--- src/rtl/amem_pkg.sv ---
package amem_pkg;

   localparam int CNT_W = 6;

   localparam int WS_LO = 26, WS_W = 4;
   localparam int WT_LO = 20, WT_W = 6;
   localparam int WH_LO = 17, WH_W = 3;
   localparam int RS_LO = 13, RS_W = 4;
   localparam int RT_LO = 7,  RT_W = 6;
   localparam int RH_LO = 4,  RH_W = 3;
   localparam int TA_LO = 2,  TA_W = 2;

   typedef enum logic [2:0] {
      PH_IDLE,
      PH_SETUP,
      PH_STROBE,
      PH_HOLD,
      PH_GAP
   } amem_phase_e;

   typedef enum logic [1:0] {
      KIND_DATA  = 2'b00,
      KIND_CMD   = 2'b01,
      KIND_ADDR  = 2'b10,
      KIND_DATA2 = 2'b11
   } amem_kind_e;

   typedef struct packed {
      logic [CNT_W-1:0] setup;
      logic [CNT_W-1:0] strobe;
      logic [CNT_W-1:0] hold;
      logic [CNT_W-1:0] gap;
   } amem_timing_t;

   function automatic amem_timing_t pick_timing(input logic [31:0] w, input logic is_wr);
      amem_timing_t t;
      if (is_wr) begin
         t.setup  = CNT_W'(w[WS_LO +: WS_W]);
         t.strobe = CNT_W'(w[WT_LO +: WT_W]);
         t.hold   = CNT_W'(w[WH_LO +: WH_W]);
      end else begin
         t.setup  = CNT_W'(w[RS_LO +: RS_W]);
         t.strobe = CNT_W'(w[RT_LO +: RT_W]);
         t.hold   = CNT_W'(w[RH_LO +: RH_W]);
      end
      t.gap = CNT_W'(w[TA_LO +: TA_W]);
      return t;
   endfunction

endpackage

--- src/rtl/amem_cfg_select.sv ---
module amem_cfg_select
   import amem_pkg::*;
#(
   parameter int NUM_CS = 4,
   parameter int CFG_W  = 32,
   localparam int CS_W  = (NUM_CS > 1) ? $clog2(NUM_CS) : 1
) (
   input  logic [NUM_CS*CFG_W-1:0] cfg_bus,
   input  logic [CS_W-1:0]         cs_sel,
   input  logic                    wr_en,
   output amem_timing_t            timing
);

   logic [CFG_W-1:0] words [NUM_CS];
   logic [CFG_W-1:0] chosen;

   generate
      for (genvar g = 0; g < NUM_CS; g++) begin : g_word
         assign words[g] = cfg_bus[g*CFG_W +: CFG_W];
      end
   endgenerate

   generate
      if (NUM_CS == (1 << CS_W)) begin : g_full
         assign chosen = words[cs_sel];
      end else begin : g_part
         always_comb begin
            chosen = words[0];
            for (int i = 0; i < NUM_CS; i++) begin
               if (cs_sel == CS_W'(i)) chosen = words[i];
            end
         end
      end
   endgenerate

   // mode bits 31:30 and width bits 1:0 do not take part in timing
   logic unused_mode_bits;
   assign unused_mode_bits = ^{chosen[31:30], chosen[1:0]};

   assign timing = pick_timing(chosen, wr_en);

endmodule

--- src/rtl/amem_rdy_sync.sv ---
module amem_rdy_sync #(
   parameter int STAGES = 2
) (
   input  logic clk,
   input  logic rst_n,
   input  logic async_in,
   output logic sync_out
);

   logic [STAGES-1:0] chain;

   generate
      for (genvar s = 0; s < STAGES; s++) begin : g_stage
         if (s == 0) begin : g_first
            always_ff @(posedge clk) begin
               if (!rst_n) chain[0] <= 1'b0;
               else        chain[0] <= async_in;
            end
         end else begin : g_next
            always_ff @(posedge clk) begin
               if (!rst_n) chain[s] <= 1'b0;
               else        chain[s] <= chain[s-1];
            end
         end
      end
   endgenerate

   assign sync_out = chain[STAGES-1];

endmodule

--- src/rtl/amem_phase_fsm.sv ---
module amem_phase_fsm
   import amem_pkg::*;
#(
   parameter int NUM_CS = 4,
   parameter int DQ_W   = 8,
   localparam int CS_W  = (NUM_CS > 1) ? $clog2(NUM_CS) : 1
) (
   input  logic            clk,
   input  logic            rst_n,
   input  logic            req,
   input  logic            wr_en,
   input  logic [1:0]      kind,
   input  logic [CS_W-1:0] cs_sel,
   input  logic [DQ_W-1:0] wdata,
   input  amem_timing_t    timing,
   input  logic [DQ_W-1:0] dq_in,
   output amem_phase_e     phase,
   output logic            last_cnt,
   output logic [CS_W-1:0] cs_q,
   output logic            wr_q,
   output logic [1:0]      kind_q,
   output logic [DQ_W-1:0] wdata_q,
   output logic [DQ_W-1:0] rdata_q
);

   logic [CNT_W-1:0] cnt;
   amem_timing_t     tim_q;
   logic             take;

   assign last_cnt = (cnt == '0);
   assign take     = req && ((phase == PH_IDLE) || ((phase == PH_GAP) && last_cnt));

   always_ff @(posedge clk) begin
      if (!rst_n) begin
         phase   <= PH_IDLE;
         cnt     <= '0;
         tim_q   <= '0;
         cs_q    <= '0;
         wr_q    <= 1'b0;
         kind_q  <= KIND_DATA;
         wdata_q <= '0;
         rdata_q <= '0;
      end else if (take) begin
         phase   <= PH_SETUP;
         cnt     <= timing.setup;
         tim_q   <= timing;
         cs_q    <= cs_sel;
         wr_q    <= wr_en;
         kind_q  <= kind;
         wdata_q <= wdata;
      end else begin
         unique case (phase)
            PH_IDLE: begin
               cnt <= '0;
            end
            PH_SETUP: begin
               if (last_cnt) begin
                  phase <= PH_STROBE;
                  cnt   <= tim_q.strobe;
               end else begin
                  cnt <= cnt - 1'b1;
               end
            end
            PH_STROBE: begin
               if (last_cnt) begin
                  phase <= PH_HOLD;
                  cnt   <= tim_q.hold;
                  if (!wr_q) rdata_q <= dq_in;
               end else begin
                  cnt <= cnt - 1'b1;
               end
            end
            PH_HOLD: begin
               if (last_cnt) begin
                  phase <= PH_GAP;
                  cnt   <= tim_q.gap;
               end else begin
                  cnt <= cnt - 1'b1;
               end
            end
            PH_GAP: begin
               if (last_cnt) phase <= PH_IDLE;
               else          cnt   <= cnt - 1'b1;
            end
            default: phase <= PH_IDLE;
         endcase
      end
   end

endmodule

--- src/rtl/amem_strobe_seq.sv ---
module amem_strobe_seq
   import amem_pkg::*;
#(
   parameter int NUM_CS      = 4,
   parameter int DQ_W        = 8,
   parameter int CFG_W       = 32,
   parameter int SYNC_STAGES = 2,
   localparam int CS_W       = (NUM_CS > 1) ? $clog2(NUM_CS) : 1
) (
   input  logic                    clk,
   input  logic                    rst_n,
   input  logic                    req,
   input  logic                    wr_en,
   input  logic [1:0]              kind,
   input  logic [CS_W-1:0]         cs_sel,
   input  logic [DQ_W-1:0]         wdata,
   output logic                    ack,
   output logic [DQ_W-1:0]         rdata,
   input  logic [NUM_CS*CFG_W-1:0] cfg_bus,
   output logic [NUM_CS-1:0]       mem_cs_n,
   output logic                    mem_re_n,
   output logic                    mem_we_n,
   output logic                    mem_cle,
   output logic                    mem_ale,
   output logic [DQ_W-1:0]         mem_dq_out,
   output logic                    mem_dq_oe,
   input  logic [DQ_W-1:0]         mem_dq_in,
   input  logic                    mem_rdy,
   output logic                    rdy_status
);

   generate
      if (NUM_CS < 1)       begin : g_bad_cs   $error("NUM_CS must be at least 1");    end
      if (DQ_W != 8)        begin : g_bad_dq   $error("only an 8-bit bus is handled"); end
      if (CFG_W != 32)      begin : g_bad_cfg  $error("timing word must be 32 bits");  end
      if (SYNC_STAGES < 2)  begin : g_bad_sync $error("SYNC_STAGES must be 2 or more"); end
   endgenerate

   amem_timing_t    timing;
   amem_phase_e     phase;
   logic            last_cnt;
   logic [CS_W-1:0] cs_q;
   logic            wr_q;
   logic [1:0]      kind_q;
   logic [DQ_W-1:0] wdata_q;
   logic            window;
   logic            strobe;

   amem_cfg_select #(
      .NUM_CS (NUM_CS),
      .CFG_W  (CFG_W)
   ) u_cfg (
      .cfg_bus (cfg_bus),
      .cs_sel  (cs_sel),
      .wr_en   (wr_en),
      .timing  (timing)
   );

   amem_phase_fsm #(
      .NUM_CS (NUM_CS),
      .DQ_W   (DQ_W)
   ) u_fsm (
      .clk      (clk),
      .rst_n    (rst_n),
      .req      (req),
      .wr_en    (wr_en),
      .kind     (kind),
      .cs_sel   (cs_sel),
      .wdata    (wdata),
      .timing   (timing),
      .dq_in    (mem_dq_in),
      .phase    (phase),
      .last_cnt (last_cnt),
      .cs_q     (cs_q),
      .wr_q     (wr_q),
      .kind_q   (kind_q),
      .wdata_q  (wdata_q),
      .rdata_q  (rdata)
   );

   amem_rdy_sync #(
      .STAGES (SYNC_STAGES)
   ) u_rdy (
      .clk      (clk),
      .rst_n    (rst_n),
      .async_in (mem_rdy),
      .sync_out (rdy_status)
   );

   assign window = (phase == PH_SETUP) || (phase == PH_STROBE) || (phase == PH_HOLD);
   assign strobe = (phase == PH_STROBE);

   generate
      for (genvar c = 0; c < NUM_CS; c++) begin : g_cs
         assign mem_cs_n[c] = !(window && (cs_q == CS_W'(c)));
      end
   endgenerate

   assign mem_we_n   = !(strobe && wr_q);
   assign mem_re_n   = !(strobe && !wr_q);
   assign mem_cle    = window && (kind_q == KIND_CMD);
   assign mem_ale    = window && (kind_q == KIND_ADDR);
   assign mem_dq_oe  = window && wr_q;
   assign mem_dq_out = wdata_q;
   assign ack        = (phase == PH_HOLD) && last_cnt;

endmodule

--- config.mk ---
export PLATFORM = sky130hd
export DESIGN_NAME = amem_strobe_seq
export DESIGN_NICKNAME = d
export VERILOG_FILES = /design/src/rtl/amem_pkg.sv /design/src/rtl/amem_cfg_select.sv /design/src/rtl/amem_rdy_sync.sv /design/src/rtl/amem_phase_fsm.sv /design/src/rtl/amem_strobe_seq.sv
export SDC_FILE = /design/constraint.sdc
export NUM_CORES = 1
export LEC_CHECK = 0
export CAP_MARGIN = 20
export CORE_UTILIZATION = 33
export CTS_CLUSTER_DIAMETER = 50
export DETAILED_ROUTE_END_ITERATION = 7
export PLACE_DENSITY = 0.77
export SKIP_CTS_REPAIR_TIMING = 1
export SLEW_MARGIN = 30
export SYNTH_ARGS = -nofsm -noshare
export SYNTH_HDL_FRONTEND = slang
export SYNTH_SLANG_ARGS = --single-unit
--- constraint.sdc ---
create_clock -name clk -period 2 [get_ports clk]
set_clock_uncertainty 0.15 [all_clocks]
set_input_delay 0.3 -clock clk [delete_from_list [all_inputs] [get_ports clk]]
set_output_delay 0.3 -clock clk [all_outputs]
set_load 0.05 [all_outputs]
==> reports/metrics.csv <==
metric;value;unit
clock-sinks;43;
die_h;94.5;microns
drive_above_1_share;28.5;%
crit_buf_inv;4;
hold_viol_final;0;
power_leakage;1.93;nW
grt_pass1_wl;14.0;mm
crit_chain;inv_2, ha_4, or4b_4, buf_6, nor2_4, nand3_4, clkinvlp_4, buf_12;
routedWlPerCell;15.7;microns
yosysMostFrequentCell;dfxtp_1;
io_buffers;163;
via_count;3034;
multi_input_area;1940;sq um
hpwl;6.97;mm
final_area;5200;sq um
ys_seq_elements;43;
dp.cells;567;
power_density;959;nW/um^2
cts_tree;built;
die-width;94.5;microns
ant_nets;0;
synthTopCellsByCount;43 x dfxtp_1, 38 x nand2_1, 28 x mux4_2;
reg2regPathDepth;8;
yosys.area.top_type;dfxtp_1;
setup_viol;41;
drv_cap;0;
required;1.55;ns
pin_count;180;
worstHoldPathCells;1;
critPathKind;reg -> out;
stdcell_count;582;
area_growth;84.2;%
async_flop_share;0;%
numCtsBuffers;5;
ctsHtreeMaxLevel;2;
rows;33;
grt_max_degree;38;
synth_edf_count;0;
drv_slew;0;
drc;0;
place_area;4890;sq um
antenna_found_initial;0;
grt_overflow;0;
cpPeakStageDelay;0.49;ns
synth_seq_area_share;30.5;%
clkTransAtPathRegs;0.09;ns
cts_root_buf;clkbuf_8;
min_period;2.37;ns
period_share;119;%
drtIter0Drc;114;
num_antenna_cells;0;
rsz0062_at_grt;yes;
place_congestion;0.921;
cp_max_fo;3;
syn_nets;445;
setup_ws;-0.374;ns
syn_area;2820;sq um
synth.distinct_cells;47;
worstPathArrival;1.92;ns
netlist.area_leader.share;30.5;%
grt_pass1_vias;3045;
netlist_top_cells_area;dfxtp_1 30%, mux4_2 22%, mux2i_1 6.0%, nand2_1 5.1%, a21oi_1 3.9%;
core_area;8260;sq um
grt.total_usage;19.8;%
holdCritPathClass;reg -> reg;
critPathSlowestCell;or4b_4;
clockBufferDepth;2;
syn_area_per_cell;9.73;sq um
p_total;4.99;mW
critPathTopFamily;simple AND/OR/NAND/NOR gates;
start_util;34.2;%
max-slew-margin-rel;65.7;%
clock_latency;0.30;ns
dieArea;8930;sq um
violations;negative setup slack;
crit_cells;8;
peakVddDrop;502;uV
fillers;659;
syn_inst;290;
seqCellArea;870;sq um
wirelength;9.12;mm
vias_per_cell;5.21;
layout.nets;631;
max_freq;421;MHz
drt_pass1_iterations;4;
start_kind;register;
fin_util;63.0;%
status;finished, violations left;
yosys_warnings;0;
endpoint_kind;output pin;
synth_ff_type;dfxtp_1;
worstMarginPinSlew;0.514;ns
==> cells in the final DEF (no fill, tap or decap), types with 3 or more instances in the layout <==
cell,synthesis,routed
clkdlybuf4s50_1,0,152
buf_4,4,29
nand2b_1,3,3
nor2_1,27,21
inv_1,7,3
buf_12,0,13
a211oi_2,4,6
o21ai_0,6,5
buf_6,1,5
mux4_2,28,28
a211oi_1,6,4
dfxtp_2,0,4
clkbuf_8,0,5
nor3_1,3,3
o21ai_1,6,4
a21oi_1,22,21
nand2_1,38,37
mux2_2,6,6
mux2i_1,17,17
inv_2,1,4
o21ai_2,1,4
nand3_1,7,5
nor2_2,0,4
nor3b_2,2,4
dfxtp_1,43,38
a31oi_1,4,4
o211ai_1,4,4
==> path summary, 6_finish.rpt <==
path / start / to / slack [ns]
worst min register to register: u_rdy.chain[0] / u_rdy.sync_out / 0.29
worst max register to register: u_fsm.cnt[1] / u_fsm.rdata_q[5] / -0.24
worst min-delay path: u_rdy.chain[0] / u_rdy.sync_out / 0.29
worst max-delay path: u_fsm.cnt[1] / ack / -0.37
==> state kept, by name (all words and copies together) (netlist names) <==
| signal | flops |
|---|---|
| u_rdy.chain | 1 |
| u_fsm.cnt | 6 |
| u_fsm.tim_q | 11 |
| u_fsm.phase | 3 |
| u_fsm.wdata_q | 8 |
| u_rdy.sync_out | 1 |
| u_fsm.rdata_q | 8 |
| u_fsm.wr_q | 1 |
| u_fsm.cs_q | 2 |
| u_fsm.kind_q | 2 |
==> cell families (layout without fill, tap and decap cells) <==
family / after synthesis / count (layout) / synth area share [%]
XOR/XNOR: 3 / 3 / 0.931
flip-flops: 43 / 43 / 30.5
buffers and inverters: 31 / 218 / 5.14
AO/OA/AOI/OAI: 62 / 62 / 14.6
multiplexers: 51 / 51 / 30.8
AND/OR/NAND/NOR: 98 / 98 / 17.2
adder cells (fa/ha/maj): 2 / 2 / 0.886
==> through the flow <==
step | setup slack (ns) | TNS [ns] | hold WS, ns
final | -0.374 | -4.75 | 0.290
after detailed placement | -0.195 | -2.66 | 0.273
after floorplan | -0.108 | -1.40 | 0.262
after global placement | -0.118 | -1.67 | 0.269
after global routing | -0.443 | -7.58 | 0.332
after CTS | -0.440 | -4.16 | 0.293
==> layout make-up <==
type,instances,share of cell area [%]
clock buffer,5,1.32
clock inverter,3,0.842
inverter,8,0.650
multi-input combinational,216,37.3
sequential,43,16.7
tap,105,2.53
timing repair buffer,202,40.6
==> power breakdown <==
| group | internal, mW | total [mW] | leakage (nW) | switching (mW) |
|---|---|---|---|---|
| Sequential | 1.04 | 1.19 | 0.355 | 0.145 |
| Combinational | 1.58 | 3.10 | 1.52 | 1.52 |
| Clock | 0.372 | 0.697 | 0.0581 | 0.325 |
==> routing by layer <==
| metal | part of all wire, % | up-vias | track usage (%) |
|---|---|---|---|
| met2 | 53 | 145 | 36.2 |
| met5 | 0 | - | 0 |
| met3 | 7.2 | 12 | 3.62 |
| met4 | 1.3 | 0 | 5.05 |
| li1 | - | 1456 | - |
| met1 | 38 | 1421 | 23.7 |
(Power assumes the default switching activity.)
